===== src/rtl/sysclk_sw_pkg.sv =====
package sysclk_sw_pkg;
  localparam int SRC_W = 2;
  localparam int NSRC  = 1 << SRC_W;

  typedef enum logic [SRC_W-1:0] {
    SRC_LPOSC  = 2'b00,
    SRC_INTOSC = 2'b01,
    SRC_XOSC   = 2'b10,
    SRC_PLL    = 2'b11
  } src_e;

  typedef enum logic {
    HS_IDLE,
    HS_WAIT
  } hs_state_e;
endpackage


===== src/rtl/sysclk_force_sel.sv =====
module sysclk_force_sel
  import sysclk_sw_pkg::*;
(
  input  logic wake_stop,
  input  logic wake_stby,
  input  logic ext_fail,
  input  logic stop_wake_int,
  output logic force_vld,
  output src_e force_src
);
  // Standby exit always lands on the low-power oscillator; stop exit and
  // oscillator failure share the preference-dependent fallback.
  always_comb begin
    force_vld = wake_stop | wake_stby | ext_fail;
    if (wake_stby)
      force_src = SRC_LPOSC;
    else if (stop_wake_int)
      force_src = SRC_INTOSC;
    else
      force_src = SRC_LPOSC;
  end
endmodule


===== src/rtl/sysclk_req_reg.sv =====
module sysclk_req_reg
  import sysclk_sw_pkg::*;
(
  input  logic             clk,
  input  logic             rst,
  input  logic             force_vld,
  input  src_e             force_src,
  input  logic             sw_wr,
  input  logic [SRC_W-1:0] sw_sel,
  output src_e             req_q
);
  always_ff @(posedge clk) begin
    if (rst)
      req_q <= SRC_LPOSC;
    else if (force_vld)
      req_q <= force_src;
    else if (sw_wr)
      req_q <= src_e'(sw_sel);
  end
endmodule


===== src/rtl/sysclk_hs.sv =====
module sysclk_hs
  import sysclk_sw_pkg::*;
#(
  parameter int HS_CYCLES = 2
) (
  input  logic            clk,
  input  logic            rst,
  input  src_e            req,
  input  logic [NSRC-1:0] src_rdy,
  input  logic            force_vld,
  input  src_e            force_src,
  output src_e            mux_sel,
  output src_e            status
);
  localparam int CNT_W = (HS_CYCLES > 1) ? $clog2(HS_CYCLES) : 1;
  localparam logic [CNT_W-1:0] CNT_LAST = CNT_W'(HS_CYCLES - 1);

  hs_state_e        state_q;
  src_e             tgt_q;
  logic [CNT_W-1:0] cnt_q;
  logic             start_ok;
  logic             abort;

  always_comb begin
    start_ok = (req != status) && src_rdy[req];
    abort    = (req != tgt_q) || !src_rdy[tgt_q];
  end

  always_ff @(posedge clk) begin
    if (rst) begin
      state_q <= HS_IDLE;
      tgt_q   <= SRC_LPOSC;
      cnt_q   <= '0;
      mux_sel <= SRC_LPOSC;
      status  <= SRC_LPOSC;
    end else if (force_vld) begin
      state_q <= HS_IDLE;
      tgt_q   <= force_src;
      cnt_q   <= '0;
      mux_sel <= force_src;
      status  <= force_src;
    end else begin
      unique case (state_q)
        HS_IDLE: begin
          if (start_ok) begin
            state_q <= HS_WAIT;
            tgt_q   <= req;
            mux_sel <= req;
            cnt_q   <= '0;
          end
        end
        HS_WAIT: begin
          if (abort) begin
            state_q <= HS_IDLE;
            mux_sel <= status;
          end else if (cnt_q == CNT_LAST) begin
            state_q <= HS_IDLE;
            status  <= tgt_q;
          end else begin
            cnt_q <= cnt_q + 1'b1;
          end
        end
        default: state_q <= HS_IDLE;
      endcase
    end
  end
endmodule


===== src/rtl/sysclk_switch.sv =====
module sysclk_switch
  import sysclk_sw_pkg::*;
#(
  parameter int HS_CYCLES = 2
) (
  input  logic             clk,
  input  logic             rst,
  input  logic             sw_wr,
  input  logic [1:0]       sw_sel,
  input  logic [3:0]       src_rdy,
  input  logic             wake_stop,
  input  logic             wake_stby,
  input  logic             ext_fail,
  input  logic             stop_wake_int,
  output logic [1:0]       req_q,
  output logic [1:0]       mux_sel,
  output logic [1:0]       status
);
  logic force_vld;
  src_e force_src;
  src_e req_e;
  src_e mux_e;
  src_e stat_e;

  sysclk_force_sel u_force (
    .wake_stop    (wake_stop),
    .wake_stby    (wake_stby),
    .ext_fail     (ext_fail),
    .stop_wake_int(stop_wake_int),
    .force_vld    (force_vld),
    .force_src    (force_src)
  );

  sysclk_req_reg u_req (
    .clk      (clk),
    .rst      (rst),
    .force_vld(force_vld),
    .force_src(force_src),
    .sw_wr    (sw_wr),
    .sw_sel   (sw_sel),
    .req_q    (req_e)
  );

  sysclk_hs #(.HS_CYCLES(HS_CYCLES)) u_hs (
    .clk      (clk),
    .rst      (rst),
    .req      (req_e),
    .src_rdy  (src_rdy),
    .force_vld(force_vld),
    .force_src(force_src),
    .mux_sel  (mux_e),
    .status   (stat_e)
  );

  assign req_q   = req_e;
  assign mux_sel = mux_e;
  assign status  = stat_e;
endmodule


===== config.mk =====
export PLATFORM = sky130hd
export DESIGN_NAME = sysclk_switch
export DESIGN_NICKNAME = d
export VERILOG_FILES = /design/src/rtl/sysclk_sw_pkg.sv /design/src/rtl/sysclk_force_sel.sv /design/src/rtl/sysclk_req_reg.sv /design/src/rtl/sysclk_hs.sv /design/src/rtl/sysclk_switch.sv
export SDC_FILE = /design/constraint.sdc
export NUM_CORES = 1
export LEC_CHECK = 0
export BUFFER_PORTS_ARGS = -buffer_cell sky130_fd_sc_hd__buf_2
export CORE_ASPECT_RATIO = 1.1
export CORE_MARGIN = 8
export CORE_UTILIZATION = 35
export DETAILED_ROUTE_END_ITERATION = 10
export GPL_TIMING_DRIVEN = 1
export SLEW_MARGIN = 20
export SYNTH_ARGS = -nofsm -noshare
export SYNTH_HDL_FRONTEND = slang
export SYNTH_SLANG_ARGS = --single-unit
export TNS_END_PERCENT = 50

===== constraint.sdc =====
create_clock -name clk -period 2.6 [get_ports clk]
set_input_delay 0.13 -clock clk [delete_from_list [all_inputs] [get_ports clk]]
set_output_delay 0.13 -clock clk [all_outputs]
set_load 0.05 [all_outputs]

==> reports/qor.yml, run 1 <==
status:
  outcome: "completed"
placement:
  place_ws_ns: 0.761
  gpl.final_weighted_congestion: 0.813
  placedCellCount: 106
  dp_hpwl_microns: 1200
  port_buffers: 18
cts:
  clock_latency_ns: 0.28
  clkTransAtPathRegs_ns: 0.07
  cts_tree: "yes"
  cts_resized: 0
  postCtsSetupBuffers: 0
  cts_max_level: 1
  hold_buffers: 0
  clock_sinks: 10
  clock_path_buffers: 2
  cts_buffers: 3
  cts_root_buffer: "clkbuf_4"
synthesis:
  ys_seq_area_share_pct: 32.8
  syn-num-nets: 85
  synthMuxAreaShare_pct: 13.1
  yosys.area.top_type: "dfxtp_1"
  synth_most_common_cell: "dfxtp_1"
  synth_flop_cell: "dfxtp_1"
  async_flop_share_pct: 0
  synth_edf_count: 0
  yosys-top-cells-count: "10 x dfxtp_1, 9 x nand2_1, 6 x nor2_1"
  yosys_warnings: 0
  synth.distinct_cells: 28
  ys_top_cells_by_area: "dfxtp_1 33%, nand2_1 5.5%, a211oi_1 4.9%"
  synth_adder_area_share_pct: 0
  ys_ff_latch: 10
  synth-simple-area-share_pct: 23.4
  synth_xor_area_share_pct: 2.87
  synth_top_family_by_area: "simple AND/OR/NAND/NOR gates"
  synth_compound_area_share_pct: 21.7
  synthesis.instances: 72
  synth_area_per_cell_sq_um: 8.48
  syn_area_sq_um: 611
  synth_top_area_share_pct: 32.8
global_route:
  grt_pass1_wl_microns: 2540
  antenna_found_initial: 0
  grt_max_degree: 10
  groute.usage.overall_pct: 9.33
  first_global_vias: 604
  grt_overflow: 0
die:
  chipHeight_microns: 59.8
  dieWidth_microns: 55.8
  rows: 16
  coreArea_sq_um: 1700
  fp.dieArea_sq_um: 3340
  start_util_pct: 35.9
  pin_count: 19
setup_path:
  crit_path_start: "u_req.req_q[0]"
  critPathBufInv: 0
  crit_type: "register to register"
  r2r_start: "u_req.req_q[0]"
  crit_fanout: 8
  crit_required_ns: 2.77
  cp-start-kind: "register"
  worstPathCellList: "mux4_2, o21ai_2, or2b_4, o211ai_2, mux2_4"
  cp-end-kind: "register"
  cpLargestDelayFamily: "multiplexers"
  cp_slowest_stage_delay_ns: 0.55
  slowest_stage: "mux4_2"
  arrival_ns: 2.00
power_and_ir_drop:
  leakagePower_nw: 0.315
  p_per_area_nw_per_um2: 496
  peakVddDrop_v: 0.000196
detailed_routing:
  drt-total-wl_microns: 1520
  drt-initial-drc-count: 11
  via_per_inst: 5.55
  remaining_drc_errors: 0
  wl_per_cell_microns: 13.8
  firstDrtPassIters: 4
  num_vias: 611
  ant_nets: 0
flow_run:
  maxCapViolCount: 0
layout:
  utilization_pct: 43.3
  finalNetCount: 106
  final_cells: 110
  n_antenna_cell: 0
  drive_above_1_share_pct: 31.5
  area_delta_synth_final_pct: 20.7
timing:
  slew_headroom_pct: 63.3
  skew_ns: 0.00426
  worst_slack_ns: 0.770
  rsz0062_at_grt: "no"
  setup_viol: 0
  final_max_slew_viol_count: 0
  final.period_utilization_pct: 70.4
  fin_setup_tns_ns: 0
  hold_violations: 0
  post-route-min-period_ns: 1.83
  holdWs_ns: 0.101
  clock.fmax_ghz: 0.546
  tightest_slew_ns: 0.547
worst_hold_path:
  hp-class: "input port to register"
  min-delay-start: "sw_sel[1]"
routing by layer:
metal	routed length, microns	share of wire, %	global-route usage [%]
met5	0	0	0
met1	704	46	10.3
met4	25	1.7	4.12
met2	719	47	15.9
met3	65	4.3	3.40
worst paths after layout:
kind,to,slack (ns),cells past startpoint
worst min-delay path,u_req.req_q[1],0.10,3
worst max-delay path,u_hs.mux_sel[0],0.77,5
worst max register to register,u_hs.mux_sel[0],0.77,5
worst min register to register,u_hs.status[1],0.51,2
layout make-up:
type	instances	area, sq um
inverters	4	15.0
flip-flops and latches	10	200
repair buffers	18	90.1
well taps	18	22.5
multi-input cells	56	373
clock buffers	4	36.3
fillers	166	965
state kept, by name (all words and copies together), names as in the netlist:
signal        cells
u_hs.tgt_q        2
u_req.req_q       2
u_hs.mux_sel      2
u_hs.status       2
u_hs.cnt_q        1
u_hs.state_q      1
report_power, final:
part / switching (mW) / internal (mW)
logic: 0.0332 / 0.0229
clock network: 0.0621 / 0.0853
registers: 0.00513 / 0.157
total: 0.100 / 0.265
worst reg2reg max path: cells and delay by family, from the launching register on:
kind	cells	cell delay, ns
flops	1	0.49
mux	2	0.87
simple gates	1	0.17
compound gates	2	0.19
cell families after synthesis:
logic type      after synthesis
mux                           6
xor+xnor                      2
compound gates               19
buf+inv                       6
simple gates                 29
flops                        10
metrics by stage:
stage	power, mW	area [sq um]
2_1_floorplan	0.203	611
3_3_place_gp	0.221	701
3_5_place_dp	0.222	701
4_1_cts	0.364	737
5_1_grt	0.379	737
6_report	0.365	737
cells in the final DEF (no fill, tap or decap), types with 2 or more instances in the layout:
master	synthesis	layout
mux2_2	2	2
and3_1	2	2
a21oi_1	4	4
mux2i_1	2	2
nor3_1	3	3
nand2_1	9	9
nand3_1	3	3
xor2_1	2	2
o211ai_1	3	3
o21ai_0	3	3
clkbuf_4	0	3
a211oi_1	4	4
inv_1	4	4
nor2_1	6	6
dfxtp_1	10	10
buf_2	0	18
Note: power is estimated with default switching activity, not from simulation.
==> run 2: changes to the inputs <==
Clock period 2.6 ns to 1.86 ns, I/O delays scaled along.
==> reports/qor.yml, run 2 (same netlist as run 1, synthesis figures left out) <==
worst_hold_path:
  hp-class: "input port to register"
  min-delay-start: "sw_sel[1]"
  whs_path_depth: 3
  hold-path-endpoint: "u_req.req_q[1]"
cts:
  clkTransAtPathRegs_ns: 0.07
  hold_buffers: 0
  clock_sinks: 10
  clock_latency_ns: 0.27
  clock_path_buffers: 2
  cts_buffers: 3
  cts_tree: "yes"
  cts_max_level: 1
  cts_resized: 0
  postCtsSetupBuffers: 0
  cts_root_buffer: "clkbuf_4"
layout:
  final_cell_mix: "18 x buf_2, 9 x nand2_1, 8 x dfxtp_1"
  utilization_pct: 44.5
  fill_cells: 167
  finalNetCount: 108
  area_delta_synth_final_pct: 24.0
  layout_commonest_cell: "buf_2"
  n_antenna_cell: 0
  drive_above_1_share_pct: 35.1
  fin_area_sq_um: 757
die:
  coreArea_sq_um: 1700
  dieWidth_microns: 55.8
  chipHeight_microns: 59.8
  fp.dieArea_sq_um: 3340
  start_util_pct: 35.9
  rows: 16
  pin_count: 19
power_and_ir_drop:
  p_comb_share_pct: 16.4
  internal-power_mw: 0.374
  seqPwrFrac_pct: 44.5
  p_sw_share_pct: 26.3
  leakagePower_nw: 0.326
  p_per_area_nw_per_um2: 670
  peakVddDrop_v: 0.000391
  clkPwrFrac_pct: 39.1
  p_sw_mw: 0.134
timing:
  skew_ns: 0.00261
  clock.fmax_ghz: 0.598
  rsz0062_at_grt: "no"
  final.period_utilization_pct: 90.0
  tightest_slew_ns: 0.423
  setup_viol: 0
  post-route-min-period_ns: 1.67
  hold_violations: 0
  holdWs_ns: 0.0585
  final_max_slew_viol_count: 0
  fin_setup_tns_ns: 0
  slew_headroom_pct: 71.6
status:
  outcome: "completed"
setup_path:
  crit_path_start: "u_req.req_q[0]"
  cp-end-kind: "register"
  crit_type: "register to register"
  crit_required_ns: 2.02
  crit_fanout: 8
  r2r-end: "u_hs.mux_sel[0]"
  cp-start-kind: "register"
  r2r_cells: 5
  r2r_slack_ns: 0.19
  r2r_start: "u_req.req_q[0]"
  arrival_ns: 1.83
detailed_routing:
  firstDrtPassIters: 4
  num_vias: 592
  remaining_drc_errors: 0
  wl_per_cell_microns: 13.5
  drt-initial-drc-count: 9
  via_per_inst: 5.29
  drt-total-wl_microns: 1510
  ant_nets: 0
placement:
  dp_hpwl_microns: 1210
  place_area_sq_um: 721
  gpl.final_weighted_congestion: 0.794
  port_buffers: 18
global_route:
  antenna_found_initial: 0
  grt_pass1_wl_microns: 2740
  groute.usage.overall_pct: 10.0
  grt_max_degree: 10
  first_global_vias: 645
  grt_overflow: 0
flow_run:
  maxCapViolCount: 0
==> run 2: routing by layer <==
| layer | vias up | share of wire, % | GRT usage [%] | wire (microns) |
|---|---|---|---|---|
| met3 | 4 | 3.6 | 2.34 | 55 |
| met2 | 12 | 48 | 16.7 | 730 |
| li1 | 310 | - | - | - |
| met1 | 266 | 46 | 11.4 | 703 |
| met4 | 0 | 1.5 | 6.19 | 23 |
| met5 | - | 0 | 0 | 0 |
==> run 2: how the worst max path moves through the flow <==
stage,to,slack [ns],cells after the start
after floorplan,u_hs.mux_sel[0],0.04,6
after global placement,u_hs.mux_sel[0],0.21,5
after detailed placement,u_hs.mux_sel[0],0.19,5
after CTS,u_hs.mux_sel[0],0.18,5
after global routing,u_hs.mux_sel[0],0.12,5
final,u_hs.mux_sel[0],0.19,5
==> run 2: layout make-up <==
class                      count  area (sq um)  share of cell area, %
sequential                    10           205                   27.1
clock buffer                   4          36.3                   4.79
timing repair buffer          20           105                   13.9
tap                           18          22.5                   2.98
multi-input combinational     56           373                   49.3
inverter                       4          15.0                   1.98
==> run 2: stage by stage <==
stage               cells  power, mW  setup slack, ns
CTS                   112      0.512            0.181
finish                112      0.507            0.186
detailed placement    108      0.314            0.195
global route          112      0.531            0.121
floorplan              72      0.284           0.0410
global placement      108      0.313            0.212
==> run 2: worst max-delay path, stage by stage (launching register included) <==
cell	delay (ns)
dfxtp_4	0.39
mux4_2	0.51
o21ai_2	0.10
or2b_4	0.17
o211ai_2	0.09
mux2_4	0.30
==> run 2: power by group through the flow <==
| stage | combinational, mW | sequential [mW] | clock (mW) |
|---|---|---|---|
| after floorplan | 0.0434 | 0.240 | 0 |
| after global placement | 0.0822 | 0.231 | 0 |
| after detailed placement | 0.0829 | 0.231 | 0 |
| final | 0.0833 | 0.226 | 0.198 |
| after CTS | 0.0832 | 0.226 | 0.203 |
| after global routing | 0.0908 | 0.227 | 0.213 |
